## src/rtl/ais_pkg.sv

```systemverilog
package ais_pkg;
    typedef enum logic [1:0] {
        ST_CLEAR  = 2'd0,
        ST_AUTO   = 2'd1,
        ST_MANUAL = 2'd2
    } ais_state_e;
endpackage

```

## src/rtl/ais_cause_merge.sv

```systemverilog
module ais_cause_merge (
    input  logic los_i,
    input  logic oof_i,
    input  logic ais_det_i,
    input  logic auto_en_i,
    output logic auto_trig_o
);
    logic any_alarm;

    always_comb begin
        any_alarm   = los_i | oof_i | ais_det_i;
        auto_trig_o = auto_en_i & any_alarm;
    end
endmodule

```

## src/rtl/ais_state_fsm.sv

```systemverilog
module ais_state_fsm
    import ais_pkg::*;
(
    input  logic       clk,
    input  logic       rst_n,
    input  logic       auto_trig_i,
    input  logic       man_ins_i,
    output logic       active_o
);
    ais_state_e state_q, state_d;

    always_comb begin
        state_d = state_q;
        unique case (state_q)
            ST_CLEAR: begin
                if (man_ins_i)        state_d = ST_MANUAL;
                else if (auto_trig_i) state_d = ST_AUTO;
            end
            ST_AUTO: begin
                if (man_ins_i)         state_d = ST_MANUAL;
                else if (!auto_trig_i) state_d = ST_CLEAR;
            end
            ST_MANUAL: begin
                if (!man_ins_i) state_d = auto_trig_i ? ST_AUTO : ST_CLEAR;
            end
            default: state_d = ST_CLEAR;
        endcase
    end

    always_ff @(posedge clk) begin
        if (!rst_n) state_q <= ST_CLEAR;
        else        state_q <= state_d;
    end

    always_comb begin
        active_o = (state_q != ST_CLEAR);
    end

    // manual request always leads to active state
    p_manual_wins_r3: assert property (@(posedge clk) disable iff (!rst_n)
        man_ins_i |=> (state_q == ST_MANUAL));
    // automatic trigger without manual leads to auto state
    p_auto_insert_r2: assert property (@(posedge clk) disable iff (!rst_n)
        (auto_trig_i && !man_ins_i) |=> (state_q == ST_AUTO));
    // no trigger at all clears the state
    p_remove_r4: assert property (@(posedge clk) disable iff (!rst_n)
        (!auto_trig_i && !man_ins_i) |=> (state_q == ST_CLEAR));
endmodule

```

## src/rtl/ais_data_gate.sv

```systemverilog
module ais_data_gate #(
    parameter int DATA_W = 8
) (
    input  logic              active_i,
    input  logic [DATA_W-1:0] data_i,
    output logic [DATA_W-1:0] data_o
);
    localparam logic [DATA_W-1:0] ALL_ONES = {DATA_W{1'b1}};

    always_comb begin
        data_o = active_i ? ALL_ONES : data_i;
    end
endmodule

```

## src/rtl/rx_ais_inserter.sv

```systemverilog
module rx_ais_inserter #(
    parameter int DATA_W = 8
) (
    input  logic              clk,
    input  logic              rst_n,
    input  logic              los_i,
    input  logic              oof_i,
    input  logic              ais_det_i,
    input  logic              auto_en_i,
    input  logic              man_ins_i,
    input  logic [DATA_W-1:0] rx_data_i,
    output logic [DATA_W-1:0] rx_data_o,
    output logic              ais_active_o
);
    logic auto_trig;
    logic active;

    ais_cause_merge u_merge (
        .los_i      (los_i),
        .oof_i      (oof_i),
        .ais_det_i  (ais_det_i),
        .auto_en_i  (auto_en_i),
        .auto_trig_o(auto_trig)
    );

    ais_state_fsm u_fsm (
        .clk        (clk),
        .rst_n      (rst_n),
        .auto_trig_i(auto_trig),
        .man_ins_i  (man_ins_i),
        .active_o   (active)
    );

    ais_data_gate #(.DATA_W(DATA_W)) u_gate (
        .active_i(active),
        .data_i  (rx_data_i),
        .data_o  (rx_data_o)
    );

    always_comb ais_active_o = active;

    // active status forces all ones on the data port
    p_all_ones_r5: assert property (@(posedge clk) disable iff (!rst_n)
        ais_active_o |-> (&rx_data_o));
    // inactive status passes data through
    p_pass_r6: assert property (@(posedge clk) disable iff (!rst_n)
        !ais_active_o |-> (rx_data_o == rx_data_i));
    // alarms with both controls off never activate
    p_no_effect_r7: assert property (@(posedge clk) disable iff (!rst_n)
        (!auto_en_i && !man_ins_i) |=> !ais_active_o);
    // manual release under a live auto trigger keeps AIS on
    p_no_gap_r8: assert property (@(posedge clk) disable iff (!rst_n)
        (ais_active_o && auto_en_i && (los_i || oof_i || ais_det_i)) |=> ais_active_o);
endmodule

```

## config.mk

```make
export PLATFORM = sky130hd
export DESIGN_NAME = rx_ais_inserter
export DESIGN_NICKNAME = d
export VERILOG_FILES = /design/src/rtl/ais_pkg.sv /design/src/rtl/ais_cause_merge.sv /design/src/rtl/ais_state_fsm.sv /design/src/rtl/ais_data_gate.sv /design/src/rtl/rx_ais_inserter.sv
export SDC_FILE = /design/constraint.sdc
export NUM_CORES = 1
export LEC_CHECK = 0
export BUFFER_PORTS_ARGS = -buffer_cell sky130_fd_sc_hd__clkbuf_2
export CORE_AREA = 2 2 39 41
export CTS_CLUSTER_DIAMETER = 30
export DETAILED_ROUTE_END_ITERATION = 8
export DIE_AREA = 0 0 41 43
export HOLD_SLACK_MARGIN = 0.03
export PLACE_DENSITY_LB_ADDON = 0.05
export SLEW_MARGIN = 20
export SYNTH_ARGS = -nofsm -noshare
export SYNTH_HDL_FRONTEND = slang
export SYNTH_HIERARCHICAL = 1
export SYNTH_SLANG_ARGS = --single-unit
export TNS_END_PERCENT = 30
```

## constraint.sdc

```tcl
create_clock -name clk -period 1.1 [get_ports clk]
set_input_delay 0.055 -clock clk [delete_from_list [all_inputs] [get_ports clk]]
set_output_delay 0.055 -clock clk [all_outputs]
set_load 0.01 [all_outputs]
```

Yosys cells after proc, flatten, opt, wreduce, memory -nomap -nowiden
Index checks and enable logic that the tools add are counted.
{"block": "word_totals", "reg_bits": 2, "elab_cells": 20, "output_inout_bits": 9}
{"block": "op_classes", "eq_ne": 5, "bitwise_logic": 3, "reduce_logical": 3, "mux": 8}
{"cell": "$mux W2", "n": 5}
{"cell": "$mux W8", "n": 1}
{"cell": "$pmux W2 S3", "n": 1}
{"cell": "$ne A3 B2 Y1 const B", "n": 1}
{"cell": "$ne A3 B3 Y1 const B", "n": 1}
{"cell": "$reduce_and A3 Y1", "n": 1}
{"cell": "$eq A2 B1 Y1 const B", "n": 1}
{"cell": "$eq A2 B2 Y1 const B", "n": 1}
{"cell": "$logic_not A2 Y1", "n": 1}
{"cell": "$ne A2 B2 Y1 const B", "n": 1}
{"cell": "$or A1 B1 Y1", "n": 2}
{"cell": "$reduce_bool A2 Y1", "n": 1}
{"cell": "$and A1 B1 Y1", "n": 1}
{"cell": "$mux W1", "n": 1}

Longest topological paths before layout
Gate-level depths: netlist (run 1).
{"block": "depth", "depth_word": 6, "depth_mapped": 2, "ltp_nobuf": 2}

Cells and area by module
Netlist (run 1), hierarchy kept.
{"module": "ais_state_fsm", "area_each_um2": 66.3, "n_inst": 1, "cells_each": 6}
{"module": "ais_data_gate", "area_each_um2": 50.0, "n_inst": 1, "cells_each": 8}
{"module": "ais_cause_merge", "area_each_um2": 8.8, "n_inst": 1, "cells_each": 1}

Worst setup path before layout (run 1)
OpenSTA, ideal clock, no wires.
{"block": "synth_path", "kind": "flip-flop to output port", "startpoint": "register u_fsm.state_q[1]", "endpoint": "output rx_data_o[0]", "path_slack_ns": 0.168, "n_path_buf": 0, "path_stages_with_launch": 3, "arrival_ns": 0.877, "cell_sequence": "dfxtp_1 > or2_1 > or2_1"}
{"block": "synth_between", "elab_chain_cells": 2}
{"element": "start, declared", "line_no": "ais_state_fsm.sv:10", "text": "ais_state_e state_q, state_d;"}
{"element": "start signal, assigned", "line_no": "ais_state_fsm.sv:32", "text": "else state_q <= state_d;"}
{"element": "$reduce_bool A2 Y1", "line_no": "ais_state_fsm.sv:36", "text": "active_o = (state_q != ST_CLEAR);"}
{"element": "named net ais_active_o", "line_no": "rx_ais_inserter.sv:13", "text": "output logic ais_active_o"}
{"element": "$mux W8", "line_no": "ais_data_gate.sv:11", "text": "data_o = active_i ? ALL_ONES : data_i;"}
{"element": "end, declared", "line_no": "rx_ais_inserter.sv:12", "text": "output logic [DATA_W-1:0] rx_data_o,"}
The timed path passes the listed nets, and every way through them passes these cells.

Worst setup path after layout (run 1)
{"block": "layout_path", "startpoint": "register u_fsm.state_q[0]", "endpoint": "output rx_data_o[2]"}
{"block": "layout_between", "elab_chain_cells": 2}
{"element": "$reduce_bool A2 Y1", "line_no": "ais_state_fsm.sv:36"}
{"element": "$mux W8", "line_no": "ais_data_gate.sv:11"}
Every way passes these cells.

==> results.toml, run 1 <==
[synthesis]
syn_area_per_cell_um2 = 8.34
post_synth_instance_area_um2 = 125
synth_nets = 30
post_synth_num_cell_types = 6
ys_warn_count = 6
syn_inst = 15
ys_ff_latch = 2
yosysSeqAreaShare = 0.320

[setup_path]
cp-end-kind = "primary output"
cp.arrival_ps = 1130
crit_type = "flip-flop to primary output"
crit_fanout = 5
worstPathRequired_ps = 1040
r2r_cells = 2
critPathLaunchType = "flip-flop"

[global_route]
grt-ovfl-total = 0
grt_max_degree = 6
grt_pass1_vias = 187
grt_pass1_wl_um = 834
track_usage = 0.0790
antenna_found_initial = 0

[timing]
period_minus_slack_ps = 1190
fin_skew_ps = 0.129
grt_setup_unrepaired = "yes"
worst_slack_ps = -88.9
drv_slew = 0
relSlewSlack = 0.948
fmax_ghz = 0.841
post-route-period-util = 1.08
setup_viol = 8
worst_slew_pin_slew_ps = 79.0
hold_viol = 0
holdWs_ps = 72.0

[finish]
antennaDiodeCount = 0
largest_reg_flops = 2
nets = 60
areaGrowthSynthToFinish_pct = 143
final_area_um2 = 304
drive_gt1_frac = 0.721
final_cells = 59
reg.largest.list = "u_fsm/state_q (2)"
nFillCells = 163
largest-register = "u_fsm/state_q"
fin_util = 0.220

[routing]
wl_um = 597
via_per_inst = 3.36
vias = 198
wl_per_cell_um = 10.1
drc_errors = 0
first_pass_iters = 2
ant_nets = 0
drtIter0Drc = 1

[clocking]
postCtsHoldBufs = 0
htreeDepth = 1
clk_latency_ps = 220
cts_root_buf = "clkbuf_4"
clock_sinks = 2
cts-buffers-inserted = 3
clk_pin_slew_ps = 30
cts_tree = "done"
clockBufferDepth = 2

[die]
initial_utilization = 0.0904
fp.dieH_um = 43
die_area_um2 = 1760
io_pins = 24
rows = 14
coreArea_um2 = 1380
die_x_um = 41

[power]
power_density_nw_per_um2 = 1120
p_leak_nw = 0.171
ir_worst_vdd_v = 0.000263

[place]
dp_cells = 54
place_area_um2 = 260
dp_slack_ps = 64.7
portBuffers = 23
gp_congestion = 0.501

[flow_run]
drv_cap = 0

[status]
status = "finished, violations left"
failed_checks = "negative setup slack"

[min_path]
hold_class = "input port to flip-flop"
hold_depth = 2
-- kinds of logic after synthesis --
family	synth area share
AND/OR/NAND/NOR	0.610
flip-flops	0.320
AO/OA/AOI/OAI	0.0700
-- layout by cell type (no fill, tap or decap) --
cell type | synthesis | final
or2_1 | 9 | 8
or2_4 | 0 | 2
nand2_1 | 1 | 1
and3_1 | 1 | 1
buf_4 | 0 | 1
o31a_1 | 1 | 1
clkbuf_2 | 0 | 23
dfxtp_2 | 0 | 2
and4b_1 | 1 | 1
clkbuf_4 | 0 | 3
-- synth_stat cells, drive strengths merged --
| cell | count | share of area |
|---|---|---|
| and4b | 1 | 0.080 |
| nand2 | 1 | 0.030 |
| and3 | 1 | 0.050 |
| or2 | 9 | 0.45 |
| dfxtp | 2 | 0.32 |
| o31a | 1 | 0.070 |
-- stage by stage --
stage,TNS [ps],total power [mW]
floorplan,0,0.117
global placement,0,0.167
detailed placement,0,0.168
CTS,-848,0.356
global route,-1060,0.372
finish,-665,0.342
-- power by group --
part	total (mW)	internal (mW)	leakage, nW	switching [mW]
Clock	0.164	0.120	0.0138	0.0430
Combinational	0.0981	0.0571	0.140	0.0410
Sequential	0.0804	0.0775	0.0172	0.00289
Total	0.342	0.255	0.171	0.0869
-- routing by layer --
metal  share of wire  GRT usage  vias up  wire length [um]
met5               0          0        -                 0
met4               0     0.0800        0                 0
met3           0.042     0.0314        0                25
met2            0.60      0.125        7               358
met1            0.36     0.0667       84               213
li1                -          -      107                 -
-- worst max-delay path: stages (launching register included) --
cell	delay [ps]
dfxtp_2	320
or2_4	260
or2_1	210
clkbuf_2	130
-- layout make-up --
type | count | area (um2) | area share
timing repair buffer | 24 | 123 | 0.403
sequential | 2 | 42.5 | 0.140
multi-input combinational | 14 | 96.3 | 0.317
clock buffer | 3 | 22.5 | 0.0741
tap | 16 | 20.0 | 0.0658
-- worst paths after layout --
path | from | endpoint | slack [ps]
worst max-delay path | u_fsm/state_q[0] | rx_data_o[2] | -90
worst min-delay path | man_ins_i | u_fsm/state_q[1] | 70
worst max register to register | u_fsm/state_q[0] | u_fsm/state_q[0] | 400
worst min register to register | u_fsm/state_q[1] | u_fsm/state_q[1] | 560
-- repair_timing --
item	CTS	global route
gates resized for setup	4	0
gates cloned	1	0
pin swaps	10	0
setup endpoints to repair	8	9
setup buffers	1	0
endpoints found under the hold margin	0	0
(Power assumes the default switching activity.)
==> run 2: changes to the inputs <==
--- a/config.mk
+++ b/config.mk
@@ -6,6 +6,8 @@
 export NUM_CORES = 1
 export LEC_CHECK = 0
 export BUFFER_PORTS_ARGS = -buffer_cell sky130_fd_sc_hd__clkbuf_2
+export CELL_PAD_IN_SITES_DETAIL_PLACEMENT = 1
+export CELL_PAD_IN_SITES_GLOBAL_PLACEMENT = 1
 export CORE_AREA = 2 2 39 41
 export CTS_CLUSTER_DIAMETER = 30
 export DETAILED_ROUTE_END_ITERATION = 8
==> run 2 against run 1 <==
Net effect: critical path depth is the same; clock power is essentially flat; sequential share of layout area grew 0.35 points; clock skew grew 0.68 ps; sequential cell count is the same; setup slack lost 3.0 ps; final cell count shrank 1.7%; the flow still finishes with violations (negative setup slack); maximum frequency shrank 0.25%; non-clock buffer count shrank 1; power shrank 2.0%; clock-buffer cell count is the same; register-to-register slack is essentially flat.
==> results.toml, run 2 (same netlist as run 1, synthesis figures left out) <==
[power]
pwr-share-comb = 0.277
power_density_nw_per_um2 = 1130
sw_frac_of_total = 0.249
switchingPower_uw = 83.5
p_leak_nw = 0.166
p_seq_frac = 0.240
internal-power_uw = 252
clockPowerShare = 0.482
ir_worst_vdd_v = 0.000328

[routing]
first_pass_iters = 2
via_per_inst = 3.55
drc_errors = 0
ant_nets = 0
vias = 206
wl_um = 560
drtIter0Drc = 1
wl_per_cell_um = 9.66

[clocking]
clk_latency_ps = 220
postCtsHoldBufs = 0
clock_sinks = 2
htreeDepth = 1
cts_root_buf = "clkbuf_4"
postCtsSetupRepairBufs = 0
cts_tree = "done"
cts-buffers-inserted = 3
clk_pin_slew_ps = 30
clockBufferDepth = 2

[timing]
holdWs_ps = 80.4
worst_slack_ps = -91.9
grt_setup_unrepaired = "yes"
period_minus_slack_ps = 1190
fin_skew_ps = 0.809
drv_slew = 0
relSlewSlack = 0.952
hold_viol = 0
post-route-period-util = 1.08
worst_slew_pin_slew_ps = 72.2
setup_viol = 8
tns_ps = -679
fmax_ghz = 0.839

[global_route]
antenna_found_initial = 0
grt-ovfl-total = 0
met1_usage = 0.0703
grt.met2_usage = 0.116
grt_pass1_wl_um = 862
busiest_layer = "met2"
grt_max_degree = 6
track_usage = 0.0782
gr-usage-met3 = 0.0366
grt_pass1_vias = 214

[finish]
layout_commonest_cell = "clkbuf_2"
antennaDiodeCount = 0
largest-register = "u_fsm/state_q"
drive_gt1_frac = 0.714
areaGrowthSynthToFinish_pct = 137
nFillCells = 178
reg.largest.list = "u_fsm/state_q (2)"
fin_util = 0.214
layout_common_cells = "23 x clkbuf_2, 8 x or2_1, 3 x clkbuf_4"
largest_reg_flops = 2
nets = 59

[status]
failed_checks = "negative setup slack"
status = "finished, violations left"

[die]
io_pins = 24
die_x_um = 41
rows = 14
initial_utilization = 0.0904
coreArea_um2 = 1380
fp.dieH_um = 43
die_area_um2 = 1760

[min_path]
hold_depth = 2
hold_class = "input port to flip-flop"
min_from = "man_ins_i"
holdPathEnd = "u_fsm/state_q[1]"

[setup_path]
critPathLaunchType = "flip-flop"
r2r_cells = 2
crit_fanout = 5
crit_type = "flip-flop to primary output"
r2r_end = "u_fsm/state_q[0]"
reg2reg_slack_ps = 390
cp-end-kind = "primary output"
cp.arrival_ps = 1140
r2r_start = "u_fsm/state_q[0]"
worstPathRequired_ps = 1040

[place]
portBuffers = 23
gp_congestion = 0.486

[flow_run]
drv_cap = 0
==> run 2: cell count changes in the layout (fill, tap and decap cells not counted), sizes merged <==
cell,previous run,this run
buf,1,0
==> run 2: critical path: stages, from the launching register on <==
cell	delay, ps
dfxtp_2	320
or2_4	260
or2_1	200
clkbuf_2	130
==> run 2: worst max path at each step <==
stage / slack (ps) / end / from / depth (start not counted)
after floorplan: 170 / rx_data_o[0] / u_fsm/state_q[1] / 2
after global placement: 90 / rx_data_o[2] / u_fsm/state_q[1] / 3
after detailed placement: 60 / rx_data_o[6] / u_fsm/state_q[1] / 3
after CTS: -110 / rx_data_o[6] / u_fsm/state_q[0] / 3
after global routing: -140 / rx_data_o[1] / u_fsm/state_q[1] / 3
final: -90 / rx_data_o[2] / u_fsm/state_q[0] / 3
==> run 2: through the flow <==
step | cell area, um2 | power [mW] | cells | worst slack (ps)
2_1_floorplan | 125 | 0.117 | 15 | 168
3_3_place_gp | 260 | 0.166 | 54 | 88.2
3_5_place_dp | 260 | 0.167 | 54 | 57.5
4_1_cts | 297 | 0.349 | 58 | -110
5_1_grt | 297 | 0.357 | 58 | -141
6_report | 297 | 0.335 | 58 | -91.9
==> run 2: routing by layer <==
metal  up-vias  part of all wire
met2        14              0.53
li1        107                 -
met1        85              0.33
met3         0              0.13
met4         0                 0
met5         -                 0
==> run 2: layout make-up <==
| class | instances | area (um2) | area share |
|---|---|---|---|
| well taps | 16 | 20.0 | 0.0675 |
| clock buffers | 3 | 22.5 | 0.0759 |
| repair buffers | 23 | 115 | 0.388 |
| multi-input cells | 14 | 96.3 | 0.325 |
| flip-flops and latches | 2 | 42.5 | 0.143 |
==> run 2: repair_timing <==
| item | CTS | global route |
|---|---|---|
| cloned | 1 | 0 |
| endpoints found under the hold margin | 0 | 0 |
| gates resized for setup | 4 | 0 |
| endpoints found under the setup margin | 8 | 8 |
| pin swaps | 10 | 0 |
==> run 2: power by group through the flow <==
stage / clock network [mW] / logic (mW) / registers, mW
2_1_floorplan: 0 / 0.0382 / 0.0787
3_3_place_gp: 0 / 0.0872 / 0.0789
3_5_place_dp: 0 / 0.0882 / 0.0791
4_1_cts: 0.173 / 0.0955 / 0.0807
5_1_grt: 0.170 / 0.105 / 0.0813
6_report: 0.162 / 0.0929 / 0.0806
==> run 3: changes to the inputs <==
--- a/config.mk
+++ b/config.mk
@@ -13,8 +13,7 @@
 export DETAILED_ROUTE_END_ITERATION = 8
 export DIE_AREA = 0 0 41 43
 export HOLD_SLACK_MARGIN = 0.03
-export PLACE_DENSITY_LB_ADDON = 0.05
-export SLEW_MARGIN = 20
+export PLACE_DENSITY_LB_ADDON = 0.1
 export SYNTH_ARGS = -nofsm -noshare
 export SYNTH_HDL_FRONTEND = slang
 export SYNTH_HIERARCHICAL = 1
==> run 3 against run 2 <==
Net effect: the flow still finishes with violations (negative setup slack); core utilization did not move; clock-buffer cell count did not move; global-route usage fell by 1.4 points; largest cell class unchanged; largest power group unchanged; clock skew fell by 0.75 ps; setup slack improved by 2.7 ps; first-iteration DRC count fell by 100%; sequential share of layout area did not move; critical path depth did not move; worst hold slack got worse by 8.7 ps.
==> results.toml, run 3 (same netlist as run 1, synthesis figures left out) <==
[timing]
relSlewSlack = 0.952
hold_viol = 0
drv_slew = 0
fin_skew_ps = 0.0629
period_minus_slack_ps = 1190
grt_setup_unrepaired = "yes"
fmax_ghz = 0.841
setup_viol = 8
post-route-period-util = 1.08
worst_slack_ps = -89.1
worst_slew_pin_slew_ps = 72.6

[finish]
nFillCells = 186
areaGrowthSynthToFinish_pct = 137
layout_commonest_cell = "clkbuf_2"
drive_gt1_frac = 0.714
layout_common_cells = "22 x clkbuf_2, 8 x or2_1, 3 x clkbuf_4"
reg.largest.list = "u_fsm/state_q (2)"
largest-register = "u_fsm/state_q"
antennaDiodeCount = 0
nets = 59
largest_reg_flops = 2
fin_util = 0.214

[setup_path]
critPathBufInv = 1
r2r_start = "u_fsm/state_q[0]"
slowest_stage = "dfxtp_2"
crit_fanout = 5
r2r_end = "u_fsm/state_q[0]"
crit_chain = "or2_4, or2_1, clkbuf_2"
cp.arrival_ps = 1130
cp_top_family = "simple AND/OR/NAND/NOR gates"
crit_type = "flip-flop to primary output"
r2r_cells = 2
cp-end-kind = "primary output"
worstPathRequired_ps = 1040
critPathLaunchType = "flip-flop"
reg2reg_slack_ps = 390
cpPeakStageDelay_ps = 320

[power]
internal-power_uw = 252
ir_worst_vdd_v = 0.000447
p_seq_frac = 0.242
clockPowerShare = 0.484
power_density_nw_per_um2 = 1130
p_total_uw = 335
sw_frac_of_total = 0.248
switchingPower_uw = 82.8
p_leak_nw = 0.165
pwr-share-comb = 0.274

[clocking]
cts_tree = "done"
htreeDepth = 1
clock_sinks = 2
clk_latency_ps = 220
cts-buffers-inserted = 3
postCtsHoldBufs = 0
postCtsSetupRepairBufs = 0
cts_root_buf = "clkbuf_4"
clockBufferDepth = 2
clk_pin_slew_ps = 30

[global_route]
grt_max_degree = 6
grt_pass1_wl_um = 703
grt-ovfl-total = 0
track_usage = 0.0640
grt_pass1_vias = 213
antenna_found_initial = 0

[routing]
wl_per_cell_um = 9.34
via_per_inst = 3.67
wl_um = 542
ant_nets = 0
vias = 213
drc_errors = 0
first_pass_iters = 1
drtIter0Drc = 0

[die]
rows = 14
initial_utilization = 0.0904
fp.dieH_um = 43
io_pins = 24
coreArea_um2 = 1380
die_area_um2 = 1760
die_x_um = 41

[place]
portBuffers = 23
gp_congestion = 0.474

[flow_run]
drv_cap = 0

[min_path]
hold_depth = 2
hold_class = "input port to flip-flop"
holdPathEnd = "u_fsm/state_q[1]"
min_from = "man_ins_i"

[status]
status = "finished, violations left"
failed_checks = "negative setup slack"
-- run 3: cell types whose count changed in the layout (fill, tap and decap cells not counted) --
cell	change
clkbuf_2	-1
buf_2	+1
-- run 3: final cells by class --
cell class / instances / area [um2] / area share
repair buffers: 23 / 115 / 0.388
multi-input cells: 14 / 96.3 / 0.325
flip-flops and latches: 2 / 42.5 / 0.143
well taps: 16 / 20.0 / 0.0675
clock buffers: 3 / 22.5 / 0.0759
-- run 3: per-stage QoR --
step | area, um2 | TNS [ps] | hold slack (ps) | instances | setup slack, ps
after floorplan | 125 | 0 | 201 | 15 | 168
after global routing | 297 | -1070 | 94.9 | 58 | -154
after detailed placement | 260 | 0 | 300 | 54 | 63.1
after CTS | 295 | -784 | 68.1 | 58 | -105
final | 297 | -665 | 71.7 | 58 | -89.1
after global placement | 260 | 0 | 297 | 54 | 102
-- run 3: worst max path at each step --
stage,start,end,slack (ps),depth (start not counted)
2_1_floorplan,u_fsm/state_q[1],rx_data_o[0],170,2
3_3_place_gp,u_fsm/state_q[1],rx_data_o[5],100,3
3_5_place_dp,u_fsm/state_q[1],rx_data_o[4],60,3
4_1_cts,u_fsm/state_q[0],rx_data_o[3],-100,3
5_1_grt,u_fsm/state_q[0],rx_data_o[2],-150,3
6_report,u_fsm/state_q[0],rx_data_o[4],-90,3
-- run 3: repair_timing --
item,4_1_cts,5_1_grt
pin swaps,8,2
gates resized for setup,3,2
endpoints found under the setup margin,8,8
cloned,1,0
-- run 3: metal layers --
metal / vias to the layer above / GRT usage / routed length, um
met4: 0 / 0.0600 / 0
met1: 85 / 0.0444 / 178
met2: 23 / 0.119 / 251
met5: - / 0 / 0
li1: 105 / - / -
met3: 0 / 0.0157 / 113
-- run 3: power groups by stage --
stage	Clock [mW]	Combinational (mW)	Sequential [mW]
2_1_floorplan	0	0.0382	0.0787
3_3_place_gp	0	0.0860	0.0788
3_5_place_dp	0	0.0872	0.0790
4_1_cts	0.173	0.0936	0.0800
5_1_grt	0.179	0.105	0.0811
6_report	0.162	0.0917	0.0808
